==> config.mk <==
export PLATFORM = sky130hd
export DESIGN_NAME = i2c_evt_status
export DESIGN_NICKNAME = d
export VERILOG_FILES = /design/src/rtl/i2c_evt_pkg.sv /design/src/rtl/i2c_evt_sticky.sv /design/src/rtl/i2c_evt_src.sv /design/src/rtl/i2c_evt_regif.sv /design/src/rtl/i2c_evt_status.sv
export SDC_FILE = /design/constraint.sdc
export NUM_CORES = 1
export LEC_CHECK = 0
export ABC_AREA = 0
export ABC_CLOCK_PERIOD_IN_PS = 1670
export BUFFER_PORTS_ARGS = -buffer_cell sky130_fd_sc_hd__buf_2
export CORE_AREA = 2 2 39 41
export CTS_CLUSTER_SIZE = 25
export DETAILED_ROUTE_END_ITERATION = 10
export DIE_AREA = 0 0 41 43
export PLACE_DENSITY = 0.68
export RECOVER_POWER = 25
export SLEW_MARGIN = 40
export SYNTH_ARGS = -nofsm -noshare
export SYNTH_HDL_FRONTEND = slang
export SYNTH_SLANG_ARGS = --single-unit
==> constraint.sdc <==
create_clock -name clk -period 1.67 [get_ports clk]
set_input_delay 0.167 -clock clk [delete_from_list [all_inputs] [get_ports clk]]
set_output_delay 0.167 -clock clk [all_outputs]
set_load 0.05 [all_outputs]
==> src/rtl/i2c_evt_pkg.sv <==
package i2c_evt_pkg;
   localparam int REG_DW    = 8;
   // status register bit positions
   localparam int ST_NACK   = 0;
   localparam int ST_SRD    = 1;
   localparam int ST_PEND   = 2;
   // edge register bit positions
   localparam int EF_START  = 0;
   localparam int EF_STOP   = 1;
   localparam int EF_W      = 2;
   // timeout vector bit positions
   localparam int TMO_LOW   = 0;
   localparam int TMO_CLKHI = 1;
   localparam int TMO_DATHI = 2;

   typedef struct packed {
      logic nack;
      logic srd;
   } cap_t;
endpackage

==> src/rtl/i2c_evt_sticky.sv <==
module i2c_evt_sticky #(
   parameter int W = 1
) (
   input  logic         clk,
   input  logic         rst_n,
   input  logic [W-1:0] set_i,
   input  logic [W-1:0] clr_i,
   output logic [W-1:0] q_o
);
   generate
      if (W < 1) begin : g_bad_w
         $error("i2c_evt_sticky: W must be at least 1");
      end
   endgenerate

   for (genvar b = 0; b < W; b++) begin : g_bit
      always_ff @(posedge clk or negedge rst_n) begin
         if (!rst_n)
            q_o[b] <= 1'b0;
         else
            q_o[b] <= set_i[b] | (q_o[b] & ~clr_i[b]);
      end
   end
endmodule

==> src/rtl/i2c_evt_src.sv <==
module i2c_evt_src #(
   parameter int          N_SRC    = 5,
   parameter int          TMO_W    = 3,
   parameter logic [TMO_W-1:0] TMO_MASK = 3'b001,
   parameter bit          SMBUS    = 1'b1
) (
   input  logic             fast_ack_i,
   input  logic             edge_en_i,
   input  logic             smbus_en_i,
   input  logic [N_SRC-1:0] src_en_i,
   input  logic [N_SRC-1:0] hit_i,
   input  logic             data_done_i,
   input  logic             ack_done_i,
   input  logic             arb_lost_i,
   input  logic [TMO_W-1:0] timeout_i,
   input  logic             start_i,
   input  logic             stop_i,
   input  logic             start_q_i,
   input  logic             stop_q_i,
   output logic             hit_any_o,
   output logic             pend_set_o
);
   logic byte_evt;
   logic tmo_evt;
   logic edge_evt;

   // byte completion point follows the acknowledge mode
   assign byte_evt  = fast_ack_i ? data_done_i : ack_done_i;
   assign hit_any_o = |(hit_i & src_en_i);

   generate
      if (SMBUS) begin : g_tmo
         assign tmo_evt = smbus_en_i & |(timeout_i & TMO_MASK);
      end else begin : g_no_tmo
         logic unused_tmo;
         assign unused_tmo = smbus_en_i ^ (^timeout_i);
         assign tmo_evt    = 1'b0;
      end
   endgenerate

   // held edge flags keep requesting while enabled
   assign edge_evt = edge_en_i & (start_i | stop_i | start_q_i | stop_q_i);

   assign pend_set_o = byte_evt | hit_any_o | arb_lost_i | tmo_evt | edge_evt;
endmodule

==> src/rtl/i2c_evt_regif.sv <==
module i2c_evt_regif
   import i2c_evt_pkg::*;
#(
   parameter int ADDR_W    = 2,
   parameter int STAT_ADDR = 0,
   parameter int EDGE_ADDR = 1
) (
   input  logic              wr_i,
   input  logic [ADDR_W-1:0] addr_i,
   input  logic [REG_DW-1:0] wdata_i,
   input  logic              pend_i,
   input  cap_t              cap_i,
   input  logic [EF_W-1:0]   edge_i,
   output logic              pend_clr_o,
   output logic [EF_W-1:0]   edge_clr_o,
   output logic [REG_DW-1:0] rdata_o
);
   localparam logic [ADDR_W-1:0] A_STAT = ADDR_W'(STAT_ADDR);
   localparam logic [ADDR_W-1:0] A_EDGE = ADDR_W'(EDGE_ADDR);

   generate
      if (STAT_ADDR == EDGE_ADDR) begin : g_bad_map
         $error("i2c_evt_regif: register addresses collide");
      end
      if (STAT_ADDR >= (1 << ADDR_W) || EDGE_ADDR >= (1 << ADDR_W)) begin : g_bad_range
         $error("i2c_evt_regif: address outside ADDR_W range");
      end
   endgenerate

   logic wr_stat;
   logic wr_edge;
   logic unused_wdata;

   assign wr_stat      = wr_i && (addr_i == A_STAT);
   assign wr_edge      = wr_i && (addr_i == A_EDGE);
   assign unused_wdata = ^wdata_i;

   assign pend_clr_o = wr_stat & wdata_i[ST_PEND];
   assign edge_clr_o = wr_edge ? wdata_i[EF_W-1:0] : '0;

   always_comb begin
      rdata_o = '0;
      if (addr_i == A_STAT) begin
         rdata_o[ST_NACK] = cap_i.nack;
         rdata_o[ST_SRD]  = cap_i.srd;
         rdata_o[ST_PEND] = pend_i;
      end else if (addr_i == A_EDGE) begin
         rdata_o[EF_START] = edge_i[EF_START];
         rdata_o[EF_STOP]  = edge_i[EF_STOP];
      end
   end
endmodule

==> src/rtl/i2c_evt_status.sv <==
module i2c_evt_status
   import i2c_evt_pkg::*;
#(
   parameter int               N_ADDR_SRC = 5,
   parameter int               TMO_W      = 3,
   parameter logic [TMO_W-1:0] TMO_MASK   = 3'b001,
   parameter bit               SMBUS      = 1'b1,
   parameter int               ADDR_W     = 2,
   parameter int               STAT_ADDR  = 0,
   parameter int               EDGE_ADDR  = 1
) (
   input  logic                  clk,
   input  logic                  rst_n,
   input  logic                  cfg_fast_ack,
   input  logic                  cfg_edge_irq_en,
   input  logic                  cfg_smbus_en,
   input  logic                  cfg_irq_en,
   input  logic [N_ADDR_SRC-1:0] cfg_addr_src_en,
   input  logic                  ev_data_done,
   input  logic                  ev_ack_done,
   input  logic                  ev_ack_level,
   input  logic [N_ADDR_SRC-1:0] ev_addr_hit,
   input  logic                  ev_addr_rw,
   input  logic                  ev_arb_lost,
   input  logic [TMO_W-1:0]      ev_timeout,
   input  logic                  ev_start,
   input  logic                  ev_stop,
   input  logic                  reg_wr,
   input  logic [ADDR_W-1:0]     reg_addr,
   input  logic [REG_DW-1:0]     reg_wdata,
   output logic [REG_DW-1:0]     reg_rdata,
   output logic                  irq
);
   generate
      if (N_ADDR_SRC < 1 || N_ADDR_SRC > 16) begin : g_bad_src
         $error("i2c_evt_status: N_ADDR_SRC out of range");
      end
      if (TMO_W < 1 || TMO_W > 8) begin : g_bad_tmo
         $error("i2c_evt_status: TMO_W out of range");
      end
   endgenerate

   logic            pend_q;
   logic            pend_set;
   logic            pend_clr;
   logic            hit_any;
   logic            start_q;
   logic            stop_q;
   logic [EF_W-1:0] edge_q;
   logic [EF_W-1:0] edge_set;
   logic [EF_W-1:0] edge_clr;
   cap_t            cap_q;

   assign start_q = edge_q[EF_START];
   assign stop_q  = edge_q[EF_STOP];

   always_comb begin
      edge_set           = '0;
      edge_set[EF_START] = ev_start;
      edge_set[EF_STOP]  = ev_stop;
   end

   i2c_evt_src #(
      .N_SRC    (N_ADDR_SRC),
      .TMO_W    (TMO_W),
      .TMO_MASK (TMO_MASK),
      .SMBUS    (SMBUS)
   ) u_src (
      .fast_ack_i  (cfg_fast_ack),
      .edge_en_i   (cfg_edge_irq_en),
      .smbus_en_i  (cfg_smbus_en),
      .src_en_i    (cfg_addr_src_en),
      .hit_i       (ev_addr_hit),
      .data_done_i (ev_data_done),
      .ack_done_i  (ev_ack_done),
      .arb_lost_i  (ev_arb_lost),
      .timeout_i   (ev_timeout),
      .start_i     (ev_start),
      .stop_i      (ev_stop),
      .start_q_i   (start_q),
      .stop_q_i    (stop_q),
      .hit_any_o   (hit_any),
      .pend_set_o  (pend_set)
   );

   i2c_evt_sticky #(.W(1)) u_pend (
      .clk   (clk),
      .rst_n (rst_n),
      .set_i (pend_set),
      .clr_i (pend_clr),
      .q_o   (pend_q)
   );

   i2c_evt_sticky #(.W(EF_W)) u_edge (
      .clk   (clk),
      .rst_n (rst_n),
      .set_i (edge_set),
      .clr_i (edge_clr),
      .q_o   (edge_q)
   );

   // captured bus status: acknowledge level and calling direction
   always_ff @(posedge clk or negedge rst_n) begin
      if (!rst_n) begin
         cap_q <= '0;
      end else begin
         if (ev_ack_done) cap_q.nack <= ev_ack_level;
         if (hit_any)     cap_q.srd  <= ev_addr_rw;
      end
   end

   i2c_evt_regif #(
      .ADDR_W    (ADDR_W),
      .STAT_ADDR (STAT_ADDR),
      .EDGE_ADDR (EDGE_ADDR)
   ) u_regif (
      .wr_i       (reg_wr),
      .addr_i     (reg_addr),
      .wdata_i    (reg_wdata),
      .pend_i     (pend_q),
      .cap_i      (cap_q),
      .edge_i     (edge_q),
      .pend_clr_o (pend_clr),
      .edge_clr_o (edge_clr),
      .rdata_o    (reg_rdata)
   );

   assign irq = pend_q & cfg_irq_en;
endmodule

==> out/metrics.csv <==
metric,value,unit
I/O pins,46,
critical path endpoint,u_pend.q_o$_DFF_PN0_,
"top cells by area, synth","dfrtp_1 38%, buf_4 11%, mux2i_1 9.0%",
Num CTS Buffers,3,
gate count of the mapped netlist,35,
initial antenna violation count,0,
die area,1763,sq um
# DRC,0,
combinational family with the most area after synthesis,simple AND/OR/NAND/NOR gates,
worst r2r path cells,3,
Crit Path Category,flip-flop to flip-flop,
Synth Area in Simple Gates,0.1767,
crit path buf inv count,0,
largest area contributor in the netlist,dfrtp_1,
clk root buf,clkbuf_4,
DRT antenna net count,0,
DRT iter0 DRCs,3,
placed cell count,83,
"Slew Viols, Final",0,
GRT Resource Usage Total,0.1030,
fin cells,88,
Setup TNS,0,ns
WP data arrival,1.47,ns
Congestion Overflow GR,0,
area post-placement,495.5,sq um
IO buf count,33,
top-area cell type share of the netlist area,0.3759,
Max VDD drop,0.3625,mV
"Seq/Total Area, Yosys",0.3759,
n_diodes,0,
Final Hold Viols,0,
"Warnings, synthesis",0,
Post-CTS Hold Fix Bufs,1,
Routed Wire Length,795,um
clock insertion delay at the later pin of the skew report,0.23,ns
min cycle time layout,1.365,ns
Yosys reg bits,5,
largest net degree at the start of global routing,6,
initial core utilization,0.2405,
LEAKAGE,0.0002875,uW
Die X,41,um
PwrDens,731.3,nW/um^2
first-pass GRT wire length,1228,um
"Critical Path, Cell by Cell","o41ai_1, o21ai_0, or3_1",
RSZ-0062 raised after global routing,false,
mux cell area share after synthesis,0.1579,
Synth Area in Compound Gates,0.1541,
clk slew on worst S/H paths,0.04,ns
post_cts resized,0,
max-cap viol count,0,
vias in the first global route,357,
status,"finished, final reports clean",
slowest CP cell,dfrtp_1,
Post-Synth Adder-Cell Area,0,
Netlist cell types,19,
vias per cell,4.159,
Hold Crit Class,input port to flip-flop,
CTS sink count,5,
"Setup Fix Bufs, Post-CTS",0,
Final Cycle Share,0.8174,
CTS tree,built,
wire length per cell,9.034,um
CP Depth,3,
via count,366,
crit path capture type,flip-flop,
Final Setup Violations,0,
H-tree lvl count,1,
Setup Skew,0.001368,ns
flop-to-flop setup slack,0.30,ns
maximum root-to-sink buffer count,2,
"Design Area, Final",530.5,sq um
origin of the critical flop-to-flop path,u_edge.q_o[1]$_DFF_PN0_,
startpoint class of the critical path,flip-flop,
post-layout net count,110,
Cell Rows,14,
fmax,0.7326,GHz
"commonest non-fill, non-tap cell in the layout",buf_2,
post-DP HPWL,725.1,um
share of cells above drive strength 1,0.5139,
"Avg Cell Area, Syn",9.509,sq um
gpl congestion,0.6411,
drt first pass iters,4,
max incr delay on CP,0.39,ns
Worst setup startpoint,u_edge.q_o[1]$_DFF_PN0_,
"commonest cells after routing, fill and taps aside","32 x buf_2, 5 x conb_1, 5 x dfrtp_1",
"CP delay by family, top",compound AO/OA/AOI/OAI gates,
synthesized cell area,332.8,sq um
# fillers,150,
Worst Path Required,1.78,ns
core area,1384,sq um
xor and xnor area share after synthesis,0,
Die Span Y,43,um
Area Overhead vs Synth,59.40,%
"Max FO, Critical Path",3,
r2r endpoint,u_pend.q_o$_DFF_PN0_,
## cell families after synthesis
| logic type | Yosys count |
|---|---|
| simple gates | 11 |
| compound gates | 7 |
| buf+inv | 6 |
| mux | 5 |
| flops | 5 |
| other cells | 1 |
## layout make-up
class / instances / area (sq um) / area share
Multi-Input combinational cell: 28 / 181.4 / 0.3420
Timing Repair Buffer: 34 / 173.9 / 0.3278
Sequential cell: 5 / 125.1 / 0.2358
Clock buffer: 4 / 26.28 / 0.04953
Tap cell: 16 / 20.02 / 0.03774
Inverter: 1 / 3.754 / 0.007075
## per-layer routing
metal  up-vias  GRT usage  wire length (um)
li1        190          -                 -
met1       154    0.09508               299
met2        20     0.1813               397
met3         2    0.03141                90
met4         0    0.06000                 7
met5         -          0                 0
## worst register-to-register path, stage by stage, from the launching register on
cell     delay [ns]
dfrtp_1        0.39
o41ai_1        0.39
o21ai_0        0.14
or3_1          0.32
## per-stage QoR
stage	setup slack [ns]	hold WS, ns	util	total power [uW]
final	0.3049	0.1347	0.3834	388.0
after detailed placement	0.2873	-0.01421	0.3580	253.7
after global routing	0.2770	0.1286	0.3834	415.1
after floorplan	0.05489	-0.1286	-	214.6
after CTS	0.2752	0.1368	0.3843	392.6
after global placement	0.3456	-0.01697	0.3580	251.4
## report_power, final
group / internal, uW / leakage, uW / switching, uW / total [uW]
registers: 128 / 0.0000504 / 4.40 / 133
logic: 46.2 / 0.000222 / 73.7 / 120
clock network: 90.1 / 0.0000150 / 45.3 / 135
## worst min-delay path by stage
stage             from                       to  slack, ns  depth (start not counted)
5_1_grt        ev_stop  u_edge.q_o[1]$_DFF_PN0_       0.13                          2
4_1_cts        ev_stop  u_edge.q_o[1]$_DFF_PN0_       0.14                          2
3_5_place_dp     rst_n     u_pend.q_o$_DFF_PN0_      -0.01                          1
2_1_floorplan    rst_n     cap_q[0]$_DFFE_PN0P_      -0.13                          0
3_3_place_gp     rst_n     u_pend.q_o$_DFF_PN0_      -0.02                          1
6_report       ev_stop  u_edge.q_o[1]$_DFF_PN0_       0.13                          2
## flip-flops by register name, indices dropped and copies added (netlist names)
signal,count
u_pend.q_o,1
cap_q,2
u_edge.q_o,2
## synthesized netlist by cell type
library cell / n
buf_4: 5
dfrtp_1: 5
nand2_1: 4
mux2i_1: 3
a21o_1: 2
mux2_2: 2
nor2_1: 2
a21oi_1: 1
a222oi_1: 1
a22oi_1: 1
and2_1: 1
and3b_1: 1
conb_1: 1
inv_1: 1
nor3_1: 1
nor4bb_1: 1
o21ai_0: 1
o41ai_1: 1
or3_1: 1
Power figures use the tool's default switching activity.
